**src/rtl/dmahs_pkg.sv**
```systemverilog
package dmahs_pkg;

    localparam int unsigned NUM_LINES = 4;
    localparam int unsigned KIND_W    = 3;

    typedef enum logic [KIND_W-1:0] {
        KIND_NONE    = 3'd0,
        KIND_SINGLE  = 3'd1,
        KIND_BURST   = 3'd2,
        KIND_LSINGLE = 3'd3,
        KIND_LBURST  = 3'd4
    } req_kind_e;

    typedef enum logic [1:0] {
        HS_IDLE  = 2'd0,
        HS_PEND  = 2'd1,
        HS_CLEAR = 2'd2
    } hs_state_e;

    typedef struct packed {
        hs_state_e state;
        req_kind_e kind;
        logic      tc;
    } hs_reg_t;

    // Last beats non-last, burst beats single.
    function automatic req_kind_e pick_kind(input logic [NUM_LINES-1:0] lines);
        if (lines[3])      return KIND_LBURST;
        else if (lines[2]) return KIND_LSINGLE;
        else if (lines[1]) return KIND_BURST;
        else if (lines[0]) return KIND_SINGLE;
        else               return KIND_NONE;
    endfunction

endpackage

```
**src/rtl/dmahs_line_sync.sv**
```systemverilog
module dmahs_line_sync (
    input  logic clk,
    input  logic rst,
    input  logic sync_en,
    input  logic line_in,
    output logic line_out
);

    logic stage1_q;
    logic stage2_q;

    always_ff @(posedge clk) begin
        if (rst) begin
            stage1_q <= 1'b0;
            stage2_q <= 1'b0;
        end else begin
            stage1_q <= line_in;
            stage2_q <= stage1_q;
        end
    end

    assign line_out = sync_en ? stage2_q : stage1_q;

    // Bypass path registers the line exactly once.
    assert_bypass_delay_R2: assert property (@(posedge clk) disable iff (rst)
        (!sync_en && !$past(rst)) |-> (line_out == $past(line_in)));

endmodule

```
**src/rtl/dmahs_fsm.sv**
```systemverilog
module dmahs_fsm
    import dmahs_pkg::*;
(
    input  logic                 clk,
    input  logic                 rst,
    input  logic [NUM_LINES-1:0] req_s,
    input  logic                 done,
    input  logic                 eop,
    output logic                 pend_valid,
    output req_kind_e            pend_kind,
    output logic                 clr,
    output logic                 tc
);

    hs_reg_t cur_q;
    hs_reg_t nxt;
    logic    any_req;

    assign any_req = |req_s;

    always_comb begin
        nxt = cur_q;
        unique case (cur_q.state)
            HS_IDLE: begin
                if (any_req) begin
                    nxt.state = HS_PEND;
                    nxt.kind  = pick_kind(req_s);
                end
            end
            HS_PEND: begin
                if (done) begin
                    nxt.state = HS_CLEAR;
                    nxt.tc    = eop;
                end
            end
            HS_CLEAR: begin
                if (!any_req) begin
                    nxt.state = HS_IDLE;
                    nxt.tc    = 1'b0;
                    nxt.kind  = KIND_NONE;
                end
            end
            default: nxt = '{state: HS_IDLE, kind: KIND_NONE, tc: 1'b0};
        endcase
    end

    always_ff @(posedge clk) begin
        if (rst) cur_q <= '{state: HS_IDLE, kind: KIND_NONE, tc: 1'b0};
        else     cur_q <= nxt;
    end

    assign pend_valid = (cur_q.state == HS_PEND);
    assign pend_kind  = pend_valid ? cur_q.kind : KIND_NONE;
    assign clr        = (cur_q.state == HS_CLEAR);
    assign tc         = cur_q.tc;

    assert_kind_known_R4: assert property (@(posedge clk) disable iff (rst)
        pend_valid |-> (pend_kind != KIND_NONE));

    assert_clr_after_done_R5: assert property (@(posedge clk) disable iff (rst)
        $rose(clr) |-> ($past(done) && $past(pend_valid)));

    assert_tc_with_clr_R6: assert property (@(posedge clk) disable iff (rst)
        tc |-> clr);

    assert_clr_hold_R7: assert property (@(posedge clk) disable iff (rst)
        (clr && any_req) |=> clr);

    assert_no_pend_in_clr_R8: assert property (@(posedge clk) disable iff (rst)
        clr |-> !pend_valid);

    assert_done_ignored_R9: assert property (@(posedge clk) disable iff (rst)
        (!pend_valid && !clr) |=> !clr);

endmodule

```
**src/rtl/dma_req_handshake.sv**
```systemverilog
module dma_req_handshake
    import dmahs_pkg::*;
(
    input  logic                 clk,
    input  logic                 rst,
    input  logic                 sync_en,
    input  logic [NUM_LINES-1:0] req_in,
    input  logic                 xfer_done,
    input  logic                 xfer_eop,
    output logic                 pend_valid,
    output logic [KIND_W-1:0]    pend_kind,
    output logic                 clr_out,
    output logic                 tc_out
);

    logic [NUM_LINES-1:0] req_s;
    req_kind_e            kind_w;

    for (genvar g = 0; g < NUM_LINES; g++) begin : g_line
        dmahs_line_sync u_sync (
            .clk      (clk),
            .rst      (rst),
            .sync_en  (sync_en),
            .line_in  (req_in[g]),
            .line_out (req_s[g])
        );
    end

    dmahs_fsm u_fsm (
        .clk        (clk),
        .rst        (rst),
        .req_s      (req_s),
        .done       (xfer_done),
        .eop        (xfer_eop),
        .pend_valid (pend_valid),
        .pend_kind  (kind_w),
        .clr        (clr_out),
        .tc         (tc_out)
    );

    assign pend_kind = kind_w;

    assert_reset_quiet_R1: assert property (@(posedge clk)
        $past(rst) |-> (!clr_out && !tc_out && !pend_valid));

endmodule

```
**config.mk**
```make
export PLATFORM = sky130hd
export DESIGN_NAME = dma_req_handshake
export DESIGN_NICKNAME = d
export VERILOG_FILES = /design/src/rtl/dmahs_pkg.sv /design/src/rtl/dmahs_line_sync.sv /design/src/rtl/dmahs_fsm.sv /design/src/rtl/dma_req_handshake.sv
export SDC_FILE = /design/constraint.sdc
export NUM_CORES = 1
export LEC_CHECK = 0
export BUFFER_PORTS_ARGS = -buffer_cell sky130_fd_sc_hd__buf_2
export CAP_MARGIN = 20
export CORE_UTILIZATION = 44
export CTS_BUF_LIST = sky130_fd_sc_hd__clkbuf_2
export CTS_CLUSTER_SIZE = 28
export DETAILED_ROUTE_END_ITERATION = 10
export GPL_TIMING_DRIVEN = 0
export PLACE_DENSITY = 0.68
export SETUP_SLACK_MARGIN = 0.5
export SLEW_MARGIN = 20
export SYNTH_ARGS = -nofsm -noshare
export SYNTH_HDL_FRONTEND = slang
export SYNTH_HIERARCHICAL = 1
export SYNTH_SLANG_ARGS = --single-unit
```
**constraint.sdc**
```tcl
create_clock -name clk -period 2 [get_ports clk]
set_input_delay 0.2 -clock clk [delete_from_list [all_inputs] [get_ports clk]]
set_output_delay 0.2 -clock clk [all_outputs]
set_load 0.05 [all_outputs]
```
==> metrics.txt, run 1 <==
ant diodes 0; sequential area share after synthesis 0.447; DRT Wirelength 1140 µm; wire per inst 10.9 µm; hold path depth 2; multi-input logic area 347 µm²; Worst-path clk slew 130 ps; Max Cap Viol 0; Cells after DPL 94; worst-margin pin slew 296 ps; largest net degree at the start of global routing 16; Final WS setup 369 ps; Worst R2R Setup Slack 370 ps; largest cells by area after synthesis dfxtp_1 (45%), nor2b_1 (13%), mux2_4 (9.6%), o21ai_0 (3.2%), a31oi_1 (3.0%); Pwr Density 719 nW/µm²; register area 285 µm²; max_slew headroom 0.801; Synth area leader dfxtp_1; Final Hold Fails 0; Netlist cell types 21; worst vdd ir 0.000412 V; final setup vio count 0; FILL cells 108; Post-synth EDFFs 0; Non-Filler Instances 104; area delta synth->final 35.1%; initial antenna violation count 0; dpl hpwl 759 µm; final worst-path cycle share 0.816; Mapped Cells 65; critical path class reg -> reg; Overall Global Routing Usage 0.180; synthesized flop and latch total 14; most common flop cell mapped by yosys dfxtp_1; GP Congestion 0.659; CTS tree built; vias per cell 5.13; DP Area 737 µm²; first-pass GRT wire length 1790 µm; Initial Util 0.476; setup TNS 0 ps; RSZ-0062 raised after global routing yes; final instance area 847 µm²; hold path start req_in[0]; Post-Place Setup Slack 264 ps; Startpoint Class register; Yosys top cell area share 0.447; CP endpoint kind register; Max Freq 613 MHz; DIE AREA 1580 µm²; Post-synth top cells dfxtp_1 (14), nor2b_1 (13), mux2_4 (4), nor2_1 (4), o21ai_0 (4); WP data required 2160 ps; CTS Buf Count 3; Yosys Warn Count 6; share of cells above drive strength 1 0.472; most numerous cell in the Yosys netlist dfxtp_1; DR DRC count 0; Clock Latency Late Sink 260 ps; vias 534; Core ar. 1320 µm²; chip height 39.7 µm; Root Driver clkbuf_2; syn_nets 74; maximum buffer depth of the clock tree 2; htree depth 1; Syn Area/Cell 9.64 µm²; Post-Synthesis Cell Area 627 µm²; Final Critical Period 1630 ps; hold_buf cts 0; TritonCTS Sinks 14; reg2reg path depth 5; gr ovfl total 0; input/output buffers 14; Post-DRT Antenna Nets 0; vias in the first global route 458; Crit Path Max Fanout 6; FF-to-FF Start g_line[0].u_sync/stage1_q; Worst R2R End u_fsm/tc; I/O pin total 15; Leak 0.363 nW; min-delay worst type in -> reg; FP Rows 13; Post-Route Skew 1.50 ps; Nets 99; Die Wd 39.7 µm; first-pass detailed-route iteration total 2; Iteration-0 DRC Markers 2; Worst Hold Endpoint g_line[0].u_sync/stage1_q; Final Max Slew Viols 0; ys async rst share 0; outcome finished clean; Worst Path Arrival 1790 ps
stage by stage:
stage	hold slack, ps	power [mW]	util
floorplan	269	0.417	-
global placement	408	0.450	0.559
detailed placement	413	0.451	0.559
CTS	105	0.618	0.635
global route	121	0.647	0.643
finish	128	0.609	0.643
worst max path at each step:
stage	from	to	slack [ps]	depth (start not counted)
after CTS	g_line[0].u_sync/stage1_q	u_fsm/tc	390	5
after detailed placement	sync_en	u_fsm/tc	260	6
after floorplan	g_line[0].u_sync/stage1_q	u_fsm/tc	440	5
after global routing	g_line[0].u_sync/stage1_q	u_fsm/tc	360	5
final	g_line[0].u_sync/stage1_q	u_fsm/tc	370	5
after global placement	sync_en	u_fsm/tc	270	6
metal layers:
layer	vias to the layer above	GRT usage	share of wire
li1	278	-	-
met1	242	0.180	0.44
met2	12	0.311	0.52
met3	2	0.0511	0.026
met4	0	0.129	0.012
met5	-	0	0
kinds of logic after synthesis:
group / share of synthesized area
and+or+nand+nor: 0.313
AOI/OAI and AO/OA: 0.110
buffers and inverters: 0.0339
muxes: 0.0958
DFF: 0.447
sequential cells by signal, indices dropped and copies added (netlist names):
signal	count
g_line.u_sync/stage1_q	4
g_line.u_sync/stage2_q	4
u_fsm/cur_q	5
u_fsm/tc	1
final cells by class:
class	instances	share of cell area
Clock inverter	1	0.00443
Buffer	3	0.0355
Tap cell	15	0.0222
Timing Repair Buffer	20	0.165
Multi-Input combinational cell	47	0.409
Clock buffer	3	0.0177
Sequential cell	14	0.337
Inverter	1	0.00886
where the power goes:
group	switching, mW	total [mW]	leakage, nW	internal (mW)
combinational	0.0880	0.170	0.233	0.0822
clock	0.0857	0.129	0.0140	0.0434
sequential	0.0108	0.309	0.117	0.299
critical path, cell delays in order (launching register included):
cell and delay [ps]:
dfxtp_2 340, mux2_4 270, or4_4 530, buf_6 150
a211oi_2 170, nor3_1 70
placed cells by master (no fill, tap or decap):
master      synthesis  layout
nand3_1             1       1
clkbuf_2            0       3
buf_2               2      10
and2_2              0       3
mux2_4              4       4
o21ai_0             4       4
nor3b_1             2       2
nor2_1              4       3
buf_6               0       4
a21oi_1             2       2
dfxtp_2             0       4
a211oi_2            1       1
nand3b_1            1       1
nor2b_1            13      13
buf_8               0       1
buf_4               1       8
and4b_1             1       1
or4_4               0       1
or4_1               2       1
o31ai_1             1       1
nor3_1              2       2
clkinv_1            0       1
nand4_1             2       2
nor2_4              0       1
nor4_2              0       1
dfxtp_1            14      10
a31oi_1             3       3
clkinvlp_4          0       1
timing repair:
action / in CTS / in global routing
resized for setup: 13 / 4
setup buffers: 6 / 0
hold endpoints to repair: 0 / 0
pin swaps: 4 / 0
endpoints found under the setup margin: 11 / 10
Power figures use the tool's default switching activity.
==> inputs of run 2 (changes only) <==
ABC_AREA = 1   (was not set)
PLACE_DENSITY = 0.71   (was 0.68)
clock period = 1.35 ns   (was 2 ns; I/O delays follow)
==> run 2 against run 1 <==
  * Synthesized area is 5.8% lower
  * Global-route usage rose by 3.2 points
  * Sequential power grew 49%
  * Cell count up 20%
  * Sequential share of layout area decreased by 2.2 points
  * Register-to-register slack got worse by 230 ps
  * Non-clock buffer count fell by 1
==> metrics.txt, run 2 <==
outcome finished clean; final worst-path cycle share 0.937; ant diodes 0; Worst Path Arrival 1130 ps; Core ar. 1170 µm²; most numerous cell in the Yosys netlist nand2_1; Netlist cell types 13; Leak 0.424 nW; Worst-path clk slew 130 ps; Post-synth top cells nand2_1 (20), inv_1 (19), dfxtp_1 (14); gr ovfl total 0; syn_nets 95; Clock Latency Late Sink 270 ps; Nets 122; largest net degree at the start of global routing 15; commonest non-fill, non-tap cell in the layout inv_1; DIE AREA 1490 µm²; Iteration-0 DRC Markers 15; adder-cell share of the synthesized area 0; vias in the first global route 519; Root Driver clkbuf_2; commonest non-fill, non-tap cells in the layout inv_1 (17), nand2_2 (11), nand2_1 (9), buf_2 (8), buf_4 (8); largest cells by area after synthesis dfxtp_1 (47%), nand2_1 (13%), inv_1 (12%), nor2_1 (6.4%), nor2_2 (6.4%); multi-input logic area 344 µm²; TritonCTS Sinks 14; crit-path cells inv_4 > nor2_4 > inv_4 > nor2_4 > buf_8; most common flop cell mapped by yosys dfxtp_1; ys async rst share 0; initial antenna violation count 0; vias per cell 4.78; Final Hold Fails 0; largest family of logic cells by synthesized area simple AND/OR/NAND/NOR gates; Synth Area in XOR/XNOR 0; Syn Area/Cell 6.87 µm²; CP endpoint kind output pin; max_slew headroom 0.789; htree depth 1; Yosys Warn Count 6; share of cells above drive strength 1 0.604; Pwr Density 1000 nW/µm²; worst vdd ir 0.000693 V; Crit path largest cell delay 380 ps; chip height 38.6 µm; Die Wd 38.6 µm; Slowest-stage cell, CP dfxtp_4; WP data required 1220 ps; final setup vio count 0; Post-Route Skew 3.33 ps; Max Cap Viol 0; biggest regs u_fsm/cur_q (5), g_line.u_sync/stage1_q (4), g_line.u_sync/stage2_q (4); Mapped Cells 86; DRT Wirelength 1470 µm; first-pass detailed-route iteration total 4; RSZ-0062 raised after global routing yes; register area 295 µm²; GP Congestion 0.708; Final Max Slew Viols 0; FILL cells 79; hold_buf cts 0; Synth Area in Compound Gates 0.0826; area delta synth->final 58.9%; DP Area 714 µm²; Initial Util 0.504; Simple-Gate Fraction of Synth Area 0.316; critical path class reg -> out; dpl hpwl 757 µm; vias 597; synthesized flop and latch total 14; CP top delay family flip-flops; Max Freq 791 MHz; Crit Path Max Fanout 3; FP Rows 12; fraction of synthesized area in multiplexers 0; sequential area share after synthesis 0.475; maximum buffer depth of the clock tree 2; final instance area 938 µm²; max FFs per register 5; I/O pin total 15; Startpoint Class register; Post-synth EDFFs 0; DR DRC count 0; setup TNS 0 ps; Synth area leader dfxtp_1; Worst Path Buf+Inv 3; input/output buffers 14; CTS Buf Count 3; wire per inst 11.8 µm; Post-Synthesis Cell Area 591 µm²; Overall Global Routing Usage 0.212; Yosys top cell area share 0.475; Post-DRT Antenna Nets 0; CTS tree built; min-delay worst type in -> reg; worst-margin pin slew 316 ps; first-pass GRT wire length 2100 µm; Final Critical Period 1260 ps; Reg with most FFs u_fsm/cur_q
==> run 2: cell types whose count changed after synthesis, moves of 3 or more <==
cell     previous run  this run
nand2_1             0        20
inv_1               1        19
nor2b_1            13         0
nor2_1              4        10
nor2_2              0         6
mux2_4              4         0
nand3_1             1         5
a21oi_1             2         5
a31oi_1             3         0
and2_1              3         0
==> run 2: worst paths after layout <==
| check | cells after the start | slack, ps | from | endpoint |
|---|---|---|---|---|
| worst max-delay path | 5 | 90 | u_fsm/cur_q[4] | pend_kind[1] |
| worst max register to register | 7 | 140 | u_fsm/cur_q[4] | u_fsm/tc |
| worst min-delay path | 3 | 50 | req_in[3] | g_line[3].u_sync/stage1_q |
| worst min register to register | 2 | 450 | g_line[3].u_sync/stage1_q | g_line[3].u_sync/stage2_q |
==> run 2: final cells by class <==
class                      instances  area share
clock buffer                       3      0.0160
tap                               14      0.0187
sequential                        14       0.315
timing repair buffer              22       0.199
multi-input combinational         52       0.367
inverter                          20      0.0853
==> run 2: cell families (layout without fill, tap and decap cells) <==
logic type             Yosys count  in the layout
AND/OR/NAND/NOR                 43             43
buffers and inverters           20             45
flip-flops                      14             14
AO/OA/AOI/OAI                    9              9
==> run 2: tightest hold or removal path, delay by kind of cell <==
kind | cells | cell delay [ps]
and+or+nand+nor | 1 | 30
buffers and inverters | 2 | 130
==> run 2: power by group <==
part | total (mW) | internal, mW | switching [mW] | leakage (nW)
clock | 0.186 | 0.0606 | 0.125 | 0.0125
sequential | 0.461 | 0.441 | 0.0197 | 0.119
combinational | 0.292 | 0.119 | 0.173 | 0.293
total | 0.938 | 0.621 | 0.317 | 0.424
==> run 2: per-stage QoR <==
stage                     instances  hold slack, ps  setup slack (ps)  total power [mW]   util
after global placement          114             336               189             0.644  0.610
after floorplan                  86             197              43.9             0.602      -
final                           125            47.9              85.7             0.938  0.801
after detailed placement        114             343               167             0.647  0.610
after CTS                       125            43.0               113             0.895  0.735
after global routing            125            28.3              25.4             0.990  0.801
==> run 2: layer usage <==
metal	vias to the layer above	GRT usage	part of all wire
met4	0	0.0776	0.0068
met5	-	0	0
met2	12	0.383	0.57
met3	2	0.0520	0.027
li1	307	-	-
met1	276	0.236	0.40
==> run 2: what timing repair did <==
action / CTS / global route
pin swaps: 9 / 12
cloned: 0 / 0
buffers inserted: 8 / 0
setup endpoints to repair: 12 / 12
gates resized for setup: 24 / 25
==> inputs of run 3 (changes only) <==
BUFFER_PORTS_ARGS = -buffer_cell sky130_fd_sc_hd__clkbuf_2   (was -buffer_cell sky130_fd_sc_hd__buf_2)
==> run 3 against run 2 <==
  * Highest routed layer unchanged
  * Combinational power rose by 2%
  * Flip-flop and latch count did not move
  * Critical path depth did not move
  * Sequential share of layout area rose by 0.12 points
  * Final area fell by 0.80%
  * Cell count rose by 0.80%
  * Hold slack got worse by 24 ps
  * Sequential power barely moved
  * Global-route usage rose by 1.1 points
  * Clock power rose by 4%
  * Non-clock buffer count rose by 1
  * Power rose by 1.4%
==> metrics.txt, run 3 (synthesized netlist as in run 2, its figures left out) <==
register area 294 µm²; Leak 0.431 nW; Crit Path Max Fanout 3; htree depth 1; initial antenna violation count 0; Max Freq 783 MHz; I/O pin total 15; crit-path cells inv_4 > nor2_4 > inv_4 > nor2_4 > buf_8; Clock Latency Late Sink 270 ps; Final Hold Fails 0; area delta synth->final 57.6%; Sequential Power Share 0.484; Root Driver clkbuf_2; WP data required 1220 ps; Worst Path Arrival 1140 ps; vias 603; Core ar. 1170 µm²; Slowest-stage cell, CP dfxtp_4; sw frac 0.339; first-pass GRT wire length 2210 µm; DRT Wirelength 1510 µm; CP endpoint kind output pin; Psw 323 µW; wire per inst 12.0 µm; combinational share of power 0.312; final setup vio count 0; multi-input logic area 317 µm²; setup TNS 0 ps; max_slew headroom 0.769; min-delay worst type in -> reg; RSZ-0062 raised after global routing yes; Clk pwr share 0.204; maximum buffer depth of the clock tree 2; ant diodes 0; Crit path largest cell delay 390 ps; DP Area 714 µm²; Die Wd 38.6 µm; Cells after DPL 114; FP Rows 12; worst vdd ir 0.000636 V; critical path class reg -> out; Nets 123; biggest regs u_fsm/cur_q (5), g_line.u_sync/stage1_q (4), g_line.u_sync/stage2_q (4); commonest non-fill, non-tap cell in the layout inv_1; Initial Util 0.504; worst-margin pin slew 346 ps; max FFs per register 5; Max Cap Viol 0; Post-DRT Antenna Nets 0; Hold Slack 23.8 ps; Final Max Slew Viols 0; Overall Global Routing Usage 0.223; hold_buf cts 0; Int Power 629 µW; FILL cells 86; GP Congestion 0.707; Final Critical Period 1280 ps; Non-Filler Instances 126; vias per cell 4.79; dpl hpwl 752 µm; DR DRC count 0; gr ovfl total 0; Pwr Density 1020 nW/µm²; final worst-path cycle share 0.946; Reg with most FFs u_fsm/cur_q; Iteration-0 DRC Markers 16; commonest non-fill, non-tap cells in the layout inv_1 (17), nand2_1 (15), clkbuf_2 (11), buf_4 (9), dfxtp_1 (7); Post-Route Skew 4.02 ps; outcome finished clean; largest net degree at the start of global routing 15; DIE AREA 1490 µm²; Startpoint Class register; vias in the first global route 559; first-pass detailed-route iteration total 4; input/output buffers 14; final instance area 931 µm²; chip height 38.6 µm; Worst-path clk slew 130 ps; share of cells above drive strength 1 0.500; CTS Buf Count 3; TritonCTS Sinks 14; CTS tree built
[run 3: changes by cell type in the layout (fill, tap and decap cells not counted), sizes merged]
cell	before	now
clkbuf	3	12
buf	22	14
[run 3: power by group through the flow]
| stage | sequential (mW) | combinational [mW] | clock [mW] |
|---|---|---|---|
| after detailed placement | 0.467 | 0.180 | 0 |
| after floorplan | 0.467 | 0.135 | 0 |
| after CTS | 0.458 | 0.255 | 0.191 |
| after global placement | 0.467 | 0.177 | 0 |
| after global routing | 0.463 | 0.319 | 0.212 |
| final | 0.461 | 0.297 | 0.194 |
[run 3: worst paths after layout]
kind,slack (ps),end,cells past startpoint,startpoint
hold / removal,20,g_line[0].u_sync/stage1_q,3,req_in[0]
setup reg to reg,130,u_fsm/tc,7,u_fsm/cur_q[4]
hold reg to reg,440,g_line[0].u_sync/stage2_q,2,g_line[0].u_sync/stage1_q
setup / recovery,70,pend_kind[1],5,u_fsm/cur_q[4]
[run 3: critical path, delay by kind of cell, from the launching register on]
kind	cells	cell delay (ps)
AND/OR/NAND/NOR	2	220
flip-flops	1	390
buffers and inverters	3	260
[run 3: stage by stage]
stage	utilization	power [mW]	setup WS, ps
global placement	0.610	0.644	171
floorplan	-	0.602	43.9
finish	0.795	0.951	72.9
CTS	0.754	0.905	91.2
detailed placement	0.610	0.647	152
global route	0.795	0.994	36.3
[run 3: layer usage]
metal,GRT usage,up-vias,wire length [µm]
li1,-,312,-
met1,0.240,271,600
met2,0.417,14,830
met3,0.0520,6,43
met4,0.0776,0,35
met5,0,-,0
[run 3: final cells by class]
class / count / area share
multi-input cells: 52 / 0.340
well taps: 14 / 0.0188
repair buffers: 23 / 0.223
clock buffers: 3 / 0.0161
inverters: 20 / 0.0860
flip-flops and latches: 14 / 0.316
[run 3: repair_timing]
item                                    4_1_cts  5_1_grt
gates cloned                                  0        0
hold endpoints to repair                      0        0
resized for setup                            24       15
pin swaps                                     9        6
endpoints found under the setup margin       12       12
setup buffers                                 8        1
